--- src/rtl/tdm_pkg.sv ---
// Package: default geometry of the TDM frame serializer.
// Assumes both counts are powers of two, so the counter wraps naturally.
package tdm_pkg;
    localparam int DEF_SLOT_BITS = 8;
    localparam int DEF_NUM_SLOTS = 32;
endpackage

--- src/rtl/tdm_bit_counter.sv ---
// Module: frame position counter.
// It counts 0 up to 2**CNT_W-1, wraps to 0, and flags the terminal count.
// Assumes: rst_n is synchronous and active low.
module tdm_bit_counter #(
    parameter int CNT_W = 8
) (
    input  logic             clk,
    input  logic             rst_n,
    output logic [CNT_W-1:0] cnt,
    output logic             at_top
);
    // Purpose: advance the frame position once per bit clock.
    always_ff @(posedge clk) begin
        if (!rst_n) cnt <= '0;
        else        cnt <= cnt + 1'b1;
    end

    // Purpose: decode the terminal count (last bit of the frame).
    always_comb at_top = (cnt == {CNT_W{1'b1}});

    // the counter wraps from terminal count to zero
    assert_wrap_R1: assert property (@(posedge clk) disable iff (!rst_n)
        at_top |=> (cnt == '0));
    // otherwise the counter steps by one
    assert_step_R1: assert property (@(posedge clk) disable iff (!rst_n)
        !at_top |=> (cnt == CNT_W'($past(cnt) + 1'b1)));
endmodule

--- src/rtl/tdm_slot_select.sv ---
// Module: selects the byte of the timeslot after the current one.
// Assumes: NUM_SLOTS is a power of two, so the successor of the last
// slot is slot 0.
module tdm_slot_select #(
    parameter int NUM_SLOTS = 32,
    parameter int SLOT_BITS = 8,
    localparam int SLOT_W   = $clog2(NUM_SLOTS)
) (
    input  logic [NUM_SLOTS*SLOT_BITS-1:0] chan_bytes,
    input  logic [SLOT_W-1:0]              cur_slot,
    output logic [SLOT_BITS-1:0]           next_byte
);
    logic [SLOT_BITS-1:0] lane [NUM_SLOTS];
    logic [SLOT_W-1:0]    next_slot;

    // Purpose: split the flat vector into one lane per channel.
    for (genvar g = 0; g < NUM_SLOTS; g++) begin : g_lane
        assign lane[g] = chan_bytes[g*SLOT_BITS +: SLOT_BITS];
    end

    // Purpose: pick the successor timeslot's byte.
    always_comb begin
        next_slot = cur_slot + 1'b1;
        next_byte = lane[next_slot];
    end
endmodule

--- src/rtl/tdm_shift_out.sv ---
// Module: parallel-load, MSB-first output shift register.
// Assumes: load has priority over shifting; zeros fill in from the bottom.
module tdm_shift_out #(
    parameter int W = 8
) (
    input  logic         clk,
    input  logic         rst_n,
    input  logic         load,
    input  logic [W-1:0] load_val,
    output logic         ser_out
);
    logic [W-1:0] shreg;

    // Purpose: load a new byte or shift the current one left.
    always_ff @(posedge clk) begin
        if (!rst_n)    shreg <= '0;
        else if (load) shreg <= load_val;
        else           shreg <= {shreg[W-2:0], 1'b0};
    end

    // Purpose: the MSB drives the line.
    always_comb ser_out = shreg[W-1];

    // without a load, the register shifts toward the MSB
    assert_shift_R3: assert property (@(posedge clk) disable iff (!rst_n)
        !load |=> (shreg == {$past(shreg[W-2:0]), 1'b0}));
    // a load captures the value present at the edge
    assert_load_R4: assert property (@(posedge clk) disable iff (!rst_n)
        load |=> (shreg == $past(load_val)));
endmodule

--- src/rtl/tdm_frame_serializer.sv ---
// Module: TDM frame serializer (top).
// It sends NUM_SLOTS channels of SLOT_BITS bits each, frame after frame.
// The shift register reloads on the last bit of each slot with the byte of
// the following slot.
// Assumes: clk is the bit clock, and rst_n is synchronous and active low.
module tdm_frame_serializer
    import tdm_pkg::*;
#(
    parameter int NUM_SLOTS = DEF_NUM_SLOTS,
    parameter int SLOT_BITS = DEF_SLOT_BITS,
    localparam int SLOT_W   = $clog2(NUM_SLOTS),
    localparam int BIT_W    = $clog2(SLOT_BITS),
    localparam int CNT_W    = SLOT_W + BIT_W
) (
    input  logic                           clk,
    input  logic                           rst_n,
    input  logic [NUM_SLOTS*SLOT_BITS-1:0] chan_bytes,
    output logic                           ser_data,
    output logic                           frame_sync,
    output logic [SLOT_W-1:0]              slot_num
);
    logic [CNT_W-1:0]     pos;
    logic                 pos_top;
    logic                 load_now;
    logic [SLOT_BITS-1:0] next_byte;

    tdm_bit_counter #(.CNT_W(CNT_W)) u_cnt (
        .clk(clk), .rst_n(rst_n), .cnt(pos), .at_top(pos_top)
    );

    tdm_slot_select #(.NUM_SLOTS(NUM_SLOTS), .SLOT_BITS(SLOT_BITS)) u_sel (
        .chan_bytes(chan_bytes), .cur_slot(pos[CNT_W-1:BIT_W]),
        .next_byte(next_byte)
    );

    // Purpose: decode slot number, load strobe and frame marker.
    always_comb begin
        slot_num   = pos[CNT_W-1:BIT_W];
        load_now   = (pos[BIT_W-1:0] == {BIT_W{1'b1}});
        frame_sync = pos_top;
    end

    tdm_shift_out #(.W(SLOT_BITS)) u_shf (
        .clk(clk), .rst_n(rst_n), .load(load_now),
        .load_val(next_byte), .ser_out(ser_data)
    );

    // the frame marker is followed by slot 0
    assert_sync_then_slot0_R2: assert property (@(posedge clk) disable iff (!rst_n)
        frame_sync |=> (slot_num == '0) && !frame_sync);
    // the wrap load puts channel 0's MSB on the line
    assert_wrap_loads_ch0_R5: assert property (@(posedge clk) disable iff (!rst_n)
        frame_sync |=> (ser_data == $past(chan_bytes[SLOT_BITS-1])));
    // the first bit after reset is low and the stream starts at slot 0
    assert_reset_state_R6: assert property (@(posedge clk)
        !rst_n |=> (slot_num == '0) && !ser_data && !frame_sync);
endmodule

--- config.mk ---
export PLATFORM = sky130hd
export DESIGN_NAME = tdm_frame_serializer
export DESIGN_NICKNAME = d
export VERILOG_FILES = /design/src/rtl/tdm_pkg.sv /design/src/rtl/tdm_bit_counter.sv /design/src/rtl/tdm_slot_select.sv /design/src/rtl/tdm_shift_out.sv /design/src/rtl/tdm_frame_serializer.sv
export SDC_FILE = /design/constraint.sdc
export NUM_CORES = 1
export LEC_CHECK = 0
export CAP_MARGIN = 10
export CELL_PAD_IN_SITES_DETAIL_PLACEMENT = 2
export CELL_PAD_IN_SITES_GLOBAL_PLACEMENT = 2
export CORE_ASPECT_RATIO = 1.75
export CORE_MARGIN = 4
export CORE_UTILIZATION = 32
export CTS_CLUSTER_DIAMETER = 100
export CTS_CLUSTER_SIZE = 12
export DETAILED_ROUTE_END_ITERATION = 10
export DONT_BUFFER_PORTS = 1
export GPL_TIMING_DRIVEN = 0
export PLACE_DENSITY = 0.81
export SLEW_MARGIN = 20
export SYNTH_ARGS = -nofsm -noshare
export SYNTH_HDL_FRONTEND = slang
export SYNTH_HIERARCHICAL = 1
export SYNTH_SLANG_ARGS = --single-unit
--- constraint.sdc ---
create_clock -name clk -period 2.1 [get_ports clk]
set_clock_uncertainty 0.1 [all_clocks]
set_input_delay 0.105 -clock clk [delete_from_list [all_inputs] [get_ports clk]]
set_output_delay 0.105 -clock clk [all_outputs]
set_load 0.02 [all_outputs]
==> summary.txt <==
Pwr
  • Switch Pwr: 0.000226 W
  • PD cells: approximately 250 nW/um^2
  • Sequential Power Share: 31.8%
  • Static Leak: around 1.1 nW
  • Net Sw Frac: between 20% and 30%
  • Clock Power Share: between 40% and 50%
  • Comb pwr share: 25.3%
  • Maximum VDD drop: about 0.42 mV
  • P_int: 0.000757 W

STA
  • FMAX: roughly 0.42 GHz
  • Final TNS setup: -2.00 ns
  • Tmin final: around 2.4 ns
  • Final hold violations: 0
  • Setup violators final: 8
  • Slew Limit Fails: 0
  • RSZ-0062 raised after global routing: true
  • Worst Hold Margin: 0.370 ns
  • PnR worst setup slack: -0.292 ns
  • Worst slew pin tran: 0.564 ns
  • Max-slew headroom: 62.4%
  • Fin crit share: 114%

Hold path
  • Worst Hold Class: reg -> reg
  • Hold path depth: 1
  • HP Start: u_cnt/cnt[0]

Routing
  • Via Count: about 2.5k
  • Final wirelength: 14.5 mm
  • Antenna-violating nets left: 0
  • Initial DRT Pass Iterations: 4
  • Initial DRC count: roughly 160
  • DRC: 0
  • Drt wl/cell: about 39 um
  • Vias per cell: 6.73

Global routing
  • Initial antenna violation count: 9
  • Largest net degree at the start of global routing: 17
  • Global-route wire length before repair: 18.8 mm
  • Grt ovf: 0
  • GRT Util Overall: between 20% and 30%
  • Vias in the first global route: ~2.9k

Synthesis
  • Syn Inst Count: approximately 230
  • Cell taking the most area after synthesis: mux4_2
  • Synth top area cells: mux4_2, dfxtp_1, mux2_2
  • Async S/R FF share, synth: 0%
  • Yosys reg bits: 16
  • Synth Cell Area: slightly below 3000 sq um
  • Post-synth EDFFs: 0
  • Primary FF master, synth: dfxtp_1
  • Syn nets: roughly 490
  • Yosys cell types: 42
  • Proportion of netlist area held by the largest area contributor: 48.5%
  • Syn. warnings: 6
  • Syn avg cell area: approximately 13 sq um
  • Register area share after synthesis: between 10% and 20%

Floorplanning
  • Chip Height: 135 um
  • Die W: 80.8 um
  • Die Area: around 11000 sq um
  • Core Box Area: about 9000 sq um
  • Starting Density: between 30% and 40%
  • IO Pins: ~270
  • Row count: between 40 and 50

Clocking
  • CTS Buf Count: 3
  • Clock root cell: clkbuf_16
  • Number of H-tree levels: 1
  • Clock Sinks: 16
  • Insertion delay to the later sink of the worst-skew pair: between 0.2 and 0.3 ns
  • Max Buffers Root-to-Sink: 2
  • CTS tree: done
  • Clock transition at path regs: about 0.050 ns

Layout
  • Commonest non-fill, non-tap cell in the layout: mux4_2
  • Share of cells above drive strength 1: 69.7%
  • Register Area: between 300 and 400 sq um
  • Highest-count cells in the layout ignoring fill and taps: mux4_2, nor2b_1, buf_4
  • Area grow syn2layout: 32.7%
  • Multi-input logic area: 2770 sq um
  • Nets: between 500 and 600
  • Fillers: between 800 and 900

Critical path
  • Worst setup path class: reg -> reg
  • Reg2reg setup slack: -0.29 ns
  • FF-to-FF path depth: 8
  • Worst EP arrival: 2.48 ns
  • Crit. Startpoint: u_cnt/cnt[3]
  • Setup crit start kind: register
  • Critical path endpoint category: register
  • Worst EP required: 2.19 ns
  • Reg2Reg Launch Point: u_cnt/cnt[3]
  • Critical Path Fanout Max: 8

Placement
  • PortBufs: 0
  • Hpwl dp: around 11 mm
  • GPL Wtd Cong: approximately 0.8

Run
  • Max cap viols: 0

Run status
  • Violated checks: setup timing
  • Status: complete, but fails checks
-- sequential cells by signal, indices dropped and copies added (netlist names) --
register and count:
u_shf/shreg 8, u_cnt/cnt 8
-- stage by stage --
stage | total power [W] | cell area (sq um) | cells | setup WS (ns) | utilization (%)
after floorplan | 0.000488 | 3030 | 226 | 0.00535 | -
after global placement | 0.000517 | 3180 | 346 | -0.459 | 35.2
after detailed placement | 0.000523 | 3180 | 346 | -0.527 | 35.2
after CTS | 0.000979 | 3650 | 357 | -0.249 | 40.4
after global routing | 0.00102 | 3940 | 374 | -0.432 | 43.6
final | 0.000983 | 3940 | 374 | -0.292 | 43.6
-- power by group through the flow --
| stage | sequential [W] | clock [W] | combinational [W] |
|---|---|---|---|
| floorplan | 0.000317 | 0 | 0.000170 |
| global placement | 0.000318 | 0 | 0.000199 |
| detailed placement | 0.000319 | 0 | 0.000204 |
| CTS | 0.000313 | 0.000431 | 0.000235 |
| global route | 0.000314 | 0.000446 | 0.000263 |
| finish | 0.000313 | 0.000421 | 0.000249 |
-- area by class of cell --
| class | instances | share of cell area, % |
|---|---|---|
| clock buffer | 4 | 2.26 |
| buffer | 20 | 8.35 |
| sequential | 16 | 8.42 |
| multi-input combinational | 189 | 70.3 |
| timing repair buffer | 21 | 6.58 |
| antenna | 3 | 0.191 |
| tap | 120 | 3.81 |
| inverter | 1 | 0.0953 |
-- final timing paths --
check	end
hold reg to reg	u_cnt/cnt[0]
setup / recovery	u_shf/shreg[5]
setup reg to reg	u_shf/shreg[5]
hold / removal	u_cnt/cnt[0]
-- repair_timing --
item,4_1_cts,5_1_grt
gates cloned,1,3
buffers inserted,5,11
setup endpoints to repair,8,8
gates resized for setup,61,25
endpoints found under the hold margin,16,0
hold buffers,1,0
pin swaps,8,8
-- cell usage after synthesis, types with 2 or more instances --
master and count:
dfxtp_1 16, buf_2 8, nand2_1 3, and2_1 4, ha_1 2, a2111oi_1 8
and3_1 2, mux2i_1 15, a21oi_1 16, nor2b_1 16, buf_6 4, or3_1 3
o21ai_0 3, buf_4 4, a211oi_1 8, a21boi_1 2, xnor2_1 3, mux2_2 16
nand3_1 4, buf_12 3, mux4_2 64, and2b_1 2
-- critical path: stages (launching register included) --
cell and delay (ns):
dfxtp_4 0.46, ha_4 0.24, or2b_1 0.31, a32oi_4 0.30
buf_4 0.20, a21oi_1 0.09, a2111oi_1 0.35, mux2i_1 0.16
nor2b_1 0.12
-- logic make-up (layout without fill, tap and decap cells) --
kind of cell	count (synthesis)	count (layout)	share of synthesized area, %
other	0	3	0
and+or+nand+nor	41	41	8.55
AOI/OAI and AO/OA	46	46	11.9
muxes	95	95	59.7
DFF	16	16	10.8
buffers and inverters	21	46	6.53
xor gates and xnor gates	5	5	1.73
adders and majority gates	2	2	0.843
-- routing by layer --
layer,routed length (um),vias up,track usage [%]
met5,82,-,0
met4,261,12,4.79
met3,1350,28,7.12
met2,8090,164,45.3
met1,4730,1278,25.9
li1,-,1034,-
No activity file was read; power rests on OpenSTA's default activity.
